**config.mk**
```make
export PLATFORM = sky130hd
export DESIGN_NAME = qdac_load_ctrl
export DESIGN_NICKNAME = d
export VERILOG_FILES = /design/src/rtl/qdac_pkg.sv /design/src/rtl/qdac_cfg_regs.sv /design/src/rtl/qdac_pin_sync.sv /design/src/rtl/qdac_trig_decode.sv /design/src/rtl/qdac_channel.sv /design/src/rtl/qdac_load_ctrl.sv
export SDC_FILE = /design/constraint.sdc
export NUM_CORES = 1
export LEC_CHECK = 0
export BUFFER_PORTS_ARGS = -buffer_cell sky130_fd_sc_hd__buf_2
export CAP_MARGIN = 15
export CELL_PAD_IN_SITES_DETAIL_PLACEMENT = 1
export CELL_PAD_IN_SITES_GLOBAL_PLACEMENT = 1
export CORE_ASPECT_RATIO = 1.25
export CORE_MARGIN = 2
export CORE_UTILIZATION = 47
export DETAILED_ROUTE_END_ITERATION = 12
export GPL_TIMING_DRIVEN = 0
export PLACE_DENSITY_LB_ADDON = 0.1
export SYNTH_ARGS = -nofsm -noshare
export SYNTH_HDL_FRONTEND = slang
export SYNTH_SLANG_ARGS = --single-unit
```
**constraint.sdc**
```tcl
create_clock -name clk -period 2.1 [get_ports clk]
set_input_delay 0.105 -clock clk [delete_from_list [all_inputs] [get_ports clk]]
set_output_delay 0.105 -clock clk [all_outputs]
set_load 0.02 [all_outputs]
```
**src/rtl/qdac_pkg.sv**
```systemverilog
package qdac_pkg;
   localparam int NUM_CH = 4;

   typedef enum logic [1:0] {
      GRP_SINGLE   = 2'b00,
      GRP_PAIR     = 2'b01,
      GRP_ALL_ON_D = 2'b10,
      GRP_SOFT     = 2'b11
   } grp_mode_e;

   // Bits of control register 3 that are stored; the others are reserved
   localparam logic [7:0] CTRL_KEEP_MASK = 8'h6B;
   localparam int CTRL_SRC_BIT = 3;
endpackage

```
**src/rtl/qdac_cfg_regs.sv**
```systemverilog
module qdac_cfg_regs
   import qdac_pkg::*;
#(
   parameter logic [7:0] CTRL_ADDR = 8'h1A,
   parameter logic [7:0] DCFG_ADDR = 8'h1B,
   parameter logic [7:0] LOAD_ADDR = 8'h1C
) (
   input  logic       clk,
   input  logic       rst_n,
   input  logic       wr_en,
   input  logic [7:0] wr_addr,
   input  logic [7:0] wr_data,
   input  logic [7:0] rd_addr,
   output logic [7:0] ctrl_q,
   output logic [7:0] dcfg_q,
   output logic       ref_int_q,
   output logic       soft_we,
   output logic [3:0] soft_bits,
   output logic       cfg_hit,
   output logic [7:0] cfg_rd_data
);
   generate
      if (CTRL_ADDR == DCFG_ADDR || CTRL_ADDR == LOAD_ADDR || DCFG_ADDR == LOAD_ADDR) begin : g_bad_map
         $error("qdac_cfg_regs: control register addresses must be distinct");
      end
   endgenerate

   always_ff @(posedge clk or negedge rst_n) begin
      if (!rst_n) begin
         ctrl_q    <= '0;
         dcfg_q    <= '0;
         ref_int_q <= 1'b0;
      end else if (wr_en) begin
         if (wr_addr == CTRL_ADDR) ctrl_q    <= wr_data & CTRL_KEEP_MASK;
         if (wr_addr == DCFG_ADDR) dcfg_q    <= wr_data;
         if (wr_addr == LOAD_ADDR) ref_int_q <= wr_data[4];
      end
   end

   assign soft_we   = wr_en && (wr_addr == LOAD_ADDR);
   assign soft_bits = wr_data[3:0];

   always_comb begin
      cfg_hit     = 1'b1;
      cfg_rd_data = '0;
      if (rd_addr == CTRL_ADDR)      cfg_rd_data = ctrl_q;
      else if (rd_addr == DCFG_ADDR) cfg_rd_data = dcfg_q;
      else if (rd_addr == LOAD_ADDR) cfg_rd_data = {3'b000, ref_int_q, 4'b0000};
      else                           cfg_hit     = 1'b0;
   end

   AST_CTRL_RSVD_ZERO: assert property (@(posedge clk) disable iff (!rst_n)
      (ctrl_q & ~CTRL_KEEP_MASK) == 8'h00);
   AST_LOAD_SELF_CLEAR: assert property (@(posedge clk) disable iff (!rst_n)
      (rd_addr == LOAD_ADDR) |-> (cfg_rd_data[3:0] == 4'h0 && cfg_rd_data[7:5] == 3'b000));
endmodule

```
**src/rtl/qdac_pin_sync.sv**
```systemverilog
module qdac_pin_sync #(
   parameter int SYNC_STAGES = 2
) (
   input  logic clk,
   input  logic rst_n,
   input  logic pin_n,
   output logic fall
);
   generate
      if (SYNC_STAGES < 2) begin : g_bad_sync
         $error("qdac_pin_sync: at least two synchronizer stages are required");
      end
   endgenerate

   // Chain element 0 is the first synchronizer flop; the last is the edge history flop
   logic [SYNC_STAGES:0] chain_q;

   genvar gi;
   generate
      for (gi = 0; gi <= SYNC_STAGES; gi++) begin : g_stage
         if (gi == 0) begin : g_first
            always_ff @(posedge clk or negedge rst_n) begin
               if (!rst_n) chain_q[gi] <= 1'b1;
               else        chain_q[gi] <= pin_n;
            end
         end else begin : g_next
            always_ff @(posedge clk or negedge rst_n) begin
               if (!rst_n) chain_q[gi] <= 1'b1;
               else        chain_q[gi] <= chain_q[gi-1];
            end
         end
      end
   endgenerate

   assign fall = chain_q[SYNC_STAGES] & ~chain_q[SYNC_STAGES-1];

   AST_PIN_EDGE_SINGLE: assert property (@(posedge clk) disable iff (!rst_n)
      fall |=> !fall);
endmodule

```
**src/rtl/qdac_trig_decode.sv**
```systemverilog
module qdac_trig_decode
   import qdac_pkg::*;
(
   input  logic              clk,
   input  logic              rst_n,
   input  logic              sw_mode,
   input  grp_mode_e         grp_mode,
   input  logic [NUM_CH-1:0] msb_we,
   input  logic              soft_we,
   input  logic [3:0]        soft_bits,
   output logic [NUM_CH-1:0] req
);
   always_comb begin
      req = '0;
      if (sw_mode) begin
         unique case (grp_mode)
            GRP_SINGLE:   req = msb_we;
            GRP_PAIR:     req = {msb_we[3], msb_we[3], msb_we[1], msb_we[1]};
            GRP_ALL_ON_D: req = {NUM_CH{msb_we[3]}};
            GRP_SOFT:     req = soft_we ? soft_bits : '0;
            default:      req = '0;
         endcase
      end
   end

   AST_PIN_MODE_NO_REQ: assert property (@(posedge clk) disable iff (!rst_n)
      !sw_mode |-> (req == '0));
   AST_SINGLE_ONEHOT: assert property (@(posedge clk) disable iff (!rst_n)
      (sw_mode && grp_mode == GRP_SINGLE) |-> $onehot0(req));
   AST_PAIR_SHAPE: assert property (@(posedge clk) disable iff (!rst_n)
      (sw_mode && grp_mode == GRP_PAIR) |-> (req[0] == req[1] && req[2] == req[3]));
   AST_ALL_SHAPE: assert property (@(posedge clk) disable iff (!rst_n)
      (sw_mode && grp_mode == GRP_ALL_ON_D) |-> (req == '0 || req == '1));
   AST_SOFT_NO_MSB: assert property (@(posedge clk) disable iff (!rst_n)
      (sw_mode && grp_mode == GRP_SOFT && !soft_we) |-> (req == '0));
endmodule

```
**src/rtl/qdac_channel.sv**
```systemverilog
module qdac_channel #(
   parameter int CODE_W = 12
) (
   input  logic              clk,
   input  logic              rst_n,
   input  logic              lsb_we,
   input  logic              msb_we,
   input  logic [7:0]        wdata,
   input  logic              load,
   output logic [CODE_W-1:0] staged,
   output logic [CODE_W-1:0] active
);
   localparam int HI_W = CODE_W - 8;

   logic [7:0] hold_q;

   always_ff @(posedge clk or negedge rst_n) begin
      if (!rst_n) begin
         hold_q <= '0;
         staged <= '0;
         active <= '0;
      end else begin
         if (lsb_we) hold_q <= wdata;
         if (msb_we) staged <= {wdata[HI_W-1:0], hold_q};
         if (load)   active <= staged;
      end
   end

   AST_STAGE_ONLY_ON_MSB: assert property (@(posedge clk) disable iff (!rst_n)
      !msb_we |=> $stable(staged));
endmodule

```
**src/rtl/qdac_load_ctrl.sv**
```systemverilog
module qdac_load_ctrl
   import qdac_pkg::*;
#(
   parameter int         CODE_W      = 12,
   parameter int         SYNC_STAGES = 2,
   parameter logic [7:0] CHAN_BASE   = 8'h10,
   parameter logic [7:0] CTRL_ADDR   = 8'h1A,
   parameter logic [7:0] DCFG_ADDR   = 8'h1B,
   parameter logic [7:0] LOAD_ADDR   = 8'h1C
) (
   input  logic                     clk,
   input  logic                     rst_n,
   input  logic                     wr_en,
   input  logic [7:0]               wr_addr,
   input  logic [7:0]               wr_data,
   input  logic [7:0]               rd_addr,
   output logic [7:0]               rd_data,
   input  logic                     load_n,
   output logic [NUM_CH*CODE_W-1:0] dac_code,
   output logic [NUM_CH-1:0]        range_2x,
   output logic                     bypass_ab,
   output logic                     bypass_cd,
   output logic                     ref_internal,
   output logic                     fast_conv,
   output logic                     therm_10bit,
   output logic                     route_int_a,
   output logic                     route_ext_b
);
   localparam int         CHAN_SPAN = 2 * NUM_CH;
   localparam logic [7:0] CHAN_LAST = CHAN_BASE + 8'(CHAN_SPAN - 1);

   generate
      if (CODE_W < 9 || CODE_W > 16) begin : g_bad_width
         $error("qdac_load_ctrl: CODE_W must lie in 9..16");
      end
      if (int'(CHAN_BASE) + CHAN_SPAN > 256) begin : g_bad_base
         $error("qdac_load_ctrl: channel window exceeds the address space");
      end
      if ((CTRL_ADDR >= CHAN_BASE && CTRL_ADDR <= CHAN_LAST) ||
          (DCFG_ADDR >= CHAN_BASE && DCFG_ADDR <= CHAN_LAST) ||
          (LOAD_ADDR >= CHAN_BASE && LOAD_ADDR <= CHAN_LAST)) begin : g_bad_overlap
         $error("qdac_load_ctrl: control registers overlap channel window");
      end
   endgenerate

   logic [7:0]  ctrl_q, dcfg_q;
   logic        soft_we, cfg_hit;
   logic [3:0]  soft_bits;
   logic [7:0]  cfg_rd_data;
   logic        sw_mode;
   grp_mode_e   grp_mode;

   qdac_cfg_regs #(
      .CTRL_ADDR (CTRL_ADDR),
      .DCFG_ADDR (DCFG_ADDR),
      .LOAD_ADDR (LOAD_ADDR)
   ) u_cfg (
      .clk         (clk),
      .rst_n       (rst_n),
      .wr_en       (wr_en),
      .wr_addr     (wr_addr),
      .wr_data     (wr_data),
      .rd_addr     (rd_addr),
      .ctrl_q      (ctrl_q),
      .dcfg_q      (dcfg_q),
      .ref_int_q   (ref_internal),
      .soft_we     (soft_we),
      .soft_bits   (soft_bits),
      .cfg_hit     (cfg_hit),
      .cfg_rd_data (cfg_rd_data)
   );

   assign sw_mode     = ctrl_q[CTRL_SRC_BIT];
   assign grp_mode    = grp_mode_e'(dcfg_q[5:4]);
   assign fast_conv   = ctrl_q[0];
   assign therm_10bit = ctrl_q[1];
   assign route_int_a = ctrl_q[5];
   assign route_ext_b = ctrl_q[6];
   assign range_2x    = dcfg_q[3:0];
   assign bypass_ab   = dcfg_q[6];
   assign bypass_cd   = dcfg_q[7];

   // Channel window decode
   logic [7:0] wr_off, rd_off;
   logic       wr_chan_hit, rd_chan_hit;

   assign wr_off      = wr_addr - CHAN_BASE;
   assign rd_off      = rd_addr - CHAN_BASE;
   assign wr_chan_hit = wr_en && (wr_addr >= CHAN_BASE) && (wr_addr <= CHAN_LAST);
   assign rd_chan_hit = (rd_addr >= CHAN_BASE) && (rd_addr <= CHAN_LAST);

   logic [NUM_CH-1:0] lsb_we, msb_we, req, upd_q, load_vec;
   logic              pin_fall, pin_fire;
   logic [CODE_W-1:0] staged [NUM_CH];
   logic [CODE_W-1:0] active [NUM_CH];

   qdac_pin_sync #(.SYNC_STAGES(SYNC_STAGES)) u_pin (
      .clk   (clk),
      .rst_n (rst_n),
      .pin_n (load_n),
      .fall  (pin_fall)
   );

   assign pin_fire = pin_fall && !sw_mode;

   qdac_trig_decode u_trig (
      .clk       (clk),
      .rst_n     (rst_n),
      .sw_mode   (sw_mode),
      .grp_mode  (grp_mode),
      .msb_we    (msb_we),
      .soft_we   (soft_we),
      .soft_bits (soft_bits),
      .req       (req)
   );

   // Requests wait one edge so the staging register already holds the new high byte
   always_ff @(posedge clk or negedge rst_n) begin
      if (!rst_n) upd_q <= '0;
      else        upd_q <= req;
   end

   genvar gc;
   generate
      for (gc = 0; gc < NUM_CH; gc++) begin : g_ch
         assign lsb_we[gc]   = wr_chan_hit && (wr_off[7:1] == 7'(gc)) && !wr_off[0];
         assign msb_we[gc]   = wr_chan_hit && (wr_off[7:1] == 7'(gc)) &&  wr_off[0];
         assign load_vec[gc] = upd_q[gc] | pin_fire;

         qdac_channel #(.CODE_W(CODE_W)) u_chan (
            .clk    (clk),
            .rst_n  (rst_n),
            .lsb_we (lsb_we[gc]),
            .msb_we (msb_we[gc]),
            .wdata  (wr_data),
            .load   (load_vec[gc]),
            .staged (staged[gc]),
            .active (active[gc])
         );

         assign dac_code[gc*CODE_W +: CODE_W] = active[gc];
      end
   endgenerate

   // Read-back mux
   logic [CODE_W-1:0] rd_stage;
   always_comb begin
      rd_stage = staged[rd_off[2:1]];
      if (cfg_hit)          rd_data = cfg_rd_data;
      else if (rd_chan_hit) rd_data = rd_off[0] ? 8'(rd_stage[CODE_W-1:8]) : rd_stage[7:0];
      else                  rd_data = 8'h00;
   end

   AST_SW_MODE_PIN_IGNORED: assert property (@(posedge clk) disable iff (!rst_n)
      (sw_mode && upd_q == '0) |=> $stable(dac_code));
   AST_WRITE_UPDATE_LATENCY: assert property (@(posedge clk) disable iff (!rst_n)
      (req != '0 && !pin_fire) |=> (upd_q == $past(req)));
endmodule

```
==> out/summary.txt, run 1 <==
Die width: 109.2 µm
Via density: 5.627
R2R setup slack: 0.14 ns
CTS root buf: clkbuf_16
Final period utilization: 97.65%
N_diodes: 0
CP endpoint kind: output port
CTS tree: yes
Effective utilization at floorplan: 47.51%
I/O Buffers: 90
Flop pwr share: 44.7%
Post-synth EDFFs: 0
RD Place Congestion: 0.8099
Mapped Area: 6505 µm²
Slew Viols, Final: 0
Worst slew pin tran: 0.8381 ns
Hold Path Class: input pin to register
CP Class: register to output port
Top_reg_cell synth: dfrtp_1
Total I/O pin count: 95
Final #Nets: 580
Max cap viols: 0
Via count of the first global-routing pass: 4502
Synth top area share: 56.16%
Avg WL per Cell: 23.80 µm
Die Height: 135.5 µm
Distinct cells, synth: 52
Reg area: 3732 µm²
Unrepaired setup endpoints after global routing: false
Hold path start: wr_data[7]
GRT overflow: 0
Antenna viol nets, final: 0
# clock sinks: 149
Longest Clk Path Bufs: 2
Final setup viols: 0
Slew headroom: 44.13%
Power per Cell Area: 826.6 nW/µm²
Via count: 4153
Core area: 13690 µm²
Drt pass-1 iters: 4
Sw frac: 22.39%
DP HPWL: 11700 µm
Hold Crit Depth: 2
Switching power: 0.001468 W
Final hold viol count: 0
Synthesized instance count: 435
Fin worst setup slack: 0.04940 ns
Yosys warns: 0
Critical path data required time: 2.00 ns
Post-route cell area: 7930 µm²
Max H-tree Level: 4
Worst Path Arrival: 1.95 ns
Hold EP: g_ch[0].u_chan.hold_q[7]$_DFFE_PN0P_
Worst Hold Slack: 0.02422 ns
Initial antenna violation count: 0
Syn_area_per_cell: 14.95 µm²
Worst Skew: 0.004906 ns
CTS clk-pin slew, worst paths: 0.06 ns
R2R depth: 4
Peak Freq: 487.7 MHz
First-pass GRT wire length: 26740 µm
Fillcell total: 1353
Number of DRC markers in iteration 0: 156
TritonCTS Buffers: 17
DRC Markers: 0
GRT Util Overall: 25.34%
Syn_nets: 465
Synth cell count leaders: dfrtp_1 (146), mux2_2 (142), nor2_1 (14)
Final wirelength: 17560 µm
Largest net degree at the start of global routing: 92
Cell taking the most area after synthesis: dfrtp_1
Async set-reset flop share out of synthesis: 100.0%
Outcome: completed
Die footprint: 14800 µm²
Placed Area: 7208 µm²
Clk Latency, worst-skew pair: 0.42 ns
Worst Setup Slack post-DPL: -0.3845 ns
CP Max Fanout: 3
Max VDD drop: 0.0004452 V
Share of layout cells above drive strength 1: 55.60%
Synth area leaders: dfrtp_1 (56%), mux2_2 (25%), mux4_2 (4.2%)
Logic pwr share: 5.5%
Startpoint Class: register
Synth Register Bits: 149
Clk pwr share: 49.8%
Leak: 4.096 nW
Tmin final: 2.051 ns
Multi-input logic area: 2651 µm²
Reg-to-reg endpoint: g_ch[3].u_chan.active[6]$_DFFE_PN0P_
Worst r2r src: u_cfg.ctrl_q[3]$_DFFE_PN0P_
Top-count cell post-synth: dfrtp_1
Area Overhead vs Synth: 21.91%
Sequential area share after synthesis: 57.38%
Num rows: 48
Pint: 0.005087 W
[timing repair]
item | CTS | global route
endpoints found under the hold margin | 93 | 0
pin swaps | 0 | 2
setup endpoints to repair | 41 | 19
hold buffers | 4 | 0
buffers inserted | 0 | 1
resized for setup | 5 | 4
[flip-flops by register name, indices dropped and copies added (netlist names)]
name and count:
g_ch.u_chan.hold_q 32, u_cfg.ctrl_q 5, upd_q 4, g_ch.u_chan.staged 48, u_cfg.dcfg_q 8, u_pin.chain_q 3, g_ch.u_chan.active 48, u_cfg.ref_int_q 1
[through the flow]
stage,total power [W],TNS [ns],utilization [%],cells
6_report,0.006555,0,57.91,738
3_5_place_dp,0.003334,-17.96,52.64,701
2_1_floorplan,0.003147,0,-,435
4_1_cts,0.006598,0,57.64,737
3_3_place_gp,0.003315,-181.24,52.39,700
5_1_grt,0.006748,0,57.91,738
[worst max-delay path by stage]
| stage | start | endpoint | slack [ns] |
|---|---|---|---|
| floorplan | wr_addr[4] | g_ch[1].u_chan.staged[10]$_DFFE_PN0N_ | 0.31 |
| finish | g_ch[0].u_chan.staged[6]$_DFFE_PN0N_ | rd_data[6] | 0.05 |
| CTS | g_ch[0].u_chan.staged[6]$_DFFE_PN0N_ | rd_data[6] | 0.04 |
| detailed placement | wr_addr[5] | g_ch[0].u_chan.hold_q[4]$_DFFE_PN0P_ | -0.38 |
| global placement | rst_n | g_ch[3].u_chan.active[5]$_DFFE_PN0P_ | -1.15 |
| global route | wr_addr[5] | g_ch[0].u_chan.staged[10]$_DFFE_PN0N_ | 0.007 |
[layout by cell type (no fill, tap or decap), types with 3 or more instances in the layout]
cell type      instances
a21oi_1                4
buf_2                 91
clkbuf_16             17
bufinv_16              4
clkinvlp_4             4
mux2i_1                6
clkbuf_2               4
o221a_2                3
mux2_2               142
clkbuf_1              10
nand2_1               10
nor2_1                14
nor2b_1                7
o21ai_0                3
dlygate4sd3_1          4
inv_1                  4
dfrtp_1              146
dfstp_2                3
nand3_1                7
mux4_2                12
o22ai_1                3
buf_4                  7
[per-layer routing]
| layer | up-vias | routed length, µm | track usage [%] |
|---|---|---|---|
| met5 | - | 0 | 0 |
| met4 | 0 | 427 | 10.69 |
| met3 | 29 | 655 | 4.521 |
| li1 | 1826 | - | - |
| met1 | 2211 | 7367 | 32.36 |
| met2 | 87 | 9112 | 42.37 |
[kinds of logic (layout without fill, tap and decap cells)]
family / count (synthesis) / count (layout) / share of synthesized area, %
buf+inv: 28 / 156 / 2.154
fa+ha+maj: 2 / 2 / 0.3846
simple gates: 72 / 72 / 7.636
flops: 149 / 149 / 57.38
mux: 160 / 160 / 29.66
compound gates: 24 / 24 / 2.789
[critical path: stages (launching register included)]
cell and delay (ns):
dfrtp_1 0.42, mux4_2 0.49, a221oi_2 0.32, a21oi_1 0.09, buf_2 0.21
[cell type report]
type                            instances  area share (%)
Inverter                                4          0.1893
Timing Repair Buffer                   96           6.895
Multi-Input combinational cell        258           33.43
Clock inverter                         11           2.177
Tap cell                              175           2.761
Buffer                                 24           1.672
Clock buffer                           21           5.806
Sequential cell                       149           47.07
[power groups by stage]
stage	sequential, W	clock [W]	combinational, W
floorplan	0.00299	0	0.000161
global placement	0.00298	0	0.000336
detailed placement	0.00298	0	0.000353
CTS	0.00293	0.00330	0.000365
global route	0.00293	0.00342	0.000394
finish	0.00293	0.00326	0.000359
No activity file was read; power rests on OpenSTA's default activity.
==> run 2: changes to the inputs <==
BUFFER_PORTS_ARGS = unset   (was -buffer_cell sky130_fd_sc_hd__buf_2)
CORE_UTILIZATION = 52   (was 47)
CTS_CLUSTER_SIZE = 16   (was unset)
DONT_BUFFER_PORTS = 1   (was unset)
==> run 2 against run 1 <==
The run now ends with hold timing left; via count is 7.7% lower; global-route usage is 1.3 points higher; critical path depth is 1 higher; first-iteration DRC count is 16% higher; combinational power is 35% lower; largest cell class unchanged; largest power group unchanged; highest routed layer unchanged.
==> out/summary.txt, run 2 (synthesis results as in run 1) <==
Avg WL per Cell: 26.41 µm
Fin util: 60.82%
TritonCTS Buffers: 17
Slew headroom: 40.43%
CTS root buf: clkbuf_16
Startpoint Class: input pin
Worst Hold Slack: -0.6331 ns
GRT Util Overall: 26.62%
Placed Cells: 599
DRC Markers: 0
Via count: 3832
# clock sinks: 149
Crit path from: rd_addr[6]
Worst Skew: 0.005435 ns
First-pass GRT wire length: 25980 µm
I/O Buffers: 0
# hold bufs at CTS: 7
Regs by FF count: g_ch.u_chan.active (48), g_ch.u_chan.staged (48), g_ch.u_chan.hold_q (32)
DP HPWL: 10870 µm
Max VDD drop: 0.0005717 V
Worst Path Arrival: 1.92 ns
Unrepaired setup endpoints after global routing: false
Worst path cell trace: nor4b_1, and3_1, clkbuf_1, a221oi_1, a21oi_1
Tmin final: 2.023 ns
Final hold viol count: 149
Peak Freq: 494.2 MHz
Failing checks: hold timing
R2R depth: 4
Effective utilization at floorplan: 53.49%
Antenna viol nets, final: 0
Die Height: 129.1 µm
Worst slew pin tran: 0.8869 ns
Num rows: 45
Final wirelength: 16850 µm
Die footprint: 13430 µm²
Max cap viols: 0
Final setup viols: 0
Initial antenna violation count: 0
Largest net degree at the start of global routing: 150
Total I/O pin count: 95
Worst stage delay on the critical path: 0.65 ns
RD Place Congestion: 0.8532
Final period utilization: 96.35%
Via density: 6.006
Drt pass-1 iters: 4
Post-Layout Cell Count: 638
Fillcell total: 1166
CTS tree: yes
Clk Latency, worst-skew pair: 0.43 ns
CTS clk-pin slew, worst paths: 0.06 ns
Total power: 0.006322 W
Post-route cell area: 7397 µm²
Share of layout cells above drive strength 1: 45.99%
GRT overflow: 0
Max H-tree Level: 4
Number of DRC markers in iteration 0: 181
Commonest cells after routing, fill and taps aside: dfrtp_1 (146), mux2_2 (142), clkbuf_16 (17), nor2_1 (14), mux4_2 (12)
CP Class: input pin to output port
Power per Cell Area: 854.6 nW/µm²
Reg-to-reg endpoint: g_ch[3].u_chan.active[6]$_DFFE_PN0P_
CP max stage cell: nor4b_1
Hold Path Class: input pin to asynchronous set/reset pin
Die width: 104.0 µm
Leak: 3.602 nW
Setup TNS: 0 ns
Via count of the first global-routing pass: 4273
CP Max Fanout: 6
R2R setup slack: 0.14 ns
Leading cell type in the layout, fill and taps excluded: dfrtp_1
Area Overhead vs Synth: 13.71%
Longest Clk Path Bufs: 2
N_diodes: 0
Core area: 12160 µm²
Worst r2r src: u_pin.chain_q[2]$_DFF_PN1_
Final #Nets: 491
Critical path data required time: 2.00 ns
Placed Area: 6710 µm²
Critical path capture point: rd_data[5]
CP endpoint kind: output port
Slew Viols, Final: 0
Outcome: complete, but fails checks
[run 2: power breakdown]
part / leakage (nW) / internal [W] / total, W / switching [W]
combinational: 1.25 / 0.0000958 / 0.000234 / 0.000138
sequential: 2.07 / 0.00290 / 0.00295 / 0.0000429
clock: 0.285 / 0.00193 / 0.00314 / 0.00121
total: 3.60 / 0.00493 / 0.00632 / 0.00139
[run 2: area by class of cell]
cell class / instances / area [µm²] / share of cell area [%]
timing repair buffer: 7 / 70.07 / 0.9472
multi-input combinational: 258 / 2633 / 35.59
tap: 164 / 205.2 / 2.774
inverter: 4 / 15.01 / 0.2030
sequential: 149 / 3732 / 50.46
buffer: 24 / 130.1 / 1.759
clock inverter: 11 / 151.4 / 2.047
clock buffer: 21 / 460.4 / 6.225
[run 2: what timing repair did]
action / 4_1_cts / 5_1_grt
endpoints found under the setup margin: 40 / 0
endpoints found under the hold margin: 175 / 149
buffers inserted: 0 / 0
resized for setup: 4 / 0
[run 2: per-layer routing]
metal  share of wire (%)  global-route usage, %  vias to the layer above
li1                    -                      -                     1636
met1                  41                  32.63                     2057
met2                  50                  44.39                      108
met3                 6.5                  8.300                       31
met4                 3.0                  10.89                        0
met5                   0                      0                        -
[run 2: worst min-delay path by stage]
stage                      from                                     to  slack, ns
after global placement    rst_n  g_ch[0].u_chan.active[11]$_DFFE_PN0P_      -0.19
after floorplan           rst_n   g_ch[0].u_chan.active[0]$_DFFE_PN0P_      -0.19
final                     rst_n   g_ch[0].u_chan.staged[0]$_DFFE_PN0N_      -0.63
after global routing      rst_n  g_ch[0].u_chan.staged[11]$_DFFE_PN0N_      -0.64
after CTS                 rst_n   g_ch[3].u_chan.active[1]$_DFFE_PN0P_      -0.65
after detailed placement  rst_n  g_ch[0].u_chan.staged[11]$_DFFE_PN0N_      -0.19
[run 2: critical path: cells and delay by family]
kind                   cells  cell delay (ns)
and+or+nand+nor            2             0.92
AOI/OAI and AO/OA          2             0.63
buffers and inverters      1             0.25
[run 2: per-stage QoR]
stage                     setup WS, ns  hold slack, ns
after global placement         -0.1671         -0.1863
final                          0.07665         -0.6331
after detailed placement       -0.1787         -0.1866
after floorplan                 0.3137         -0.1906
after global routing          0.008420         -0.6448
after CTS                       0.1323         -0.6451
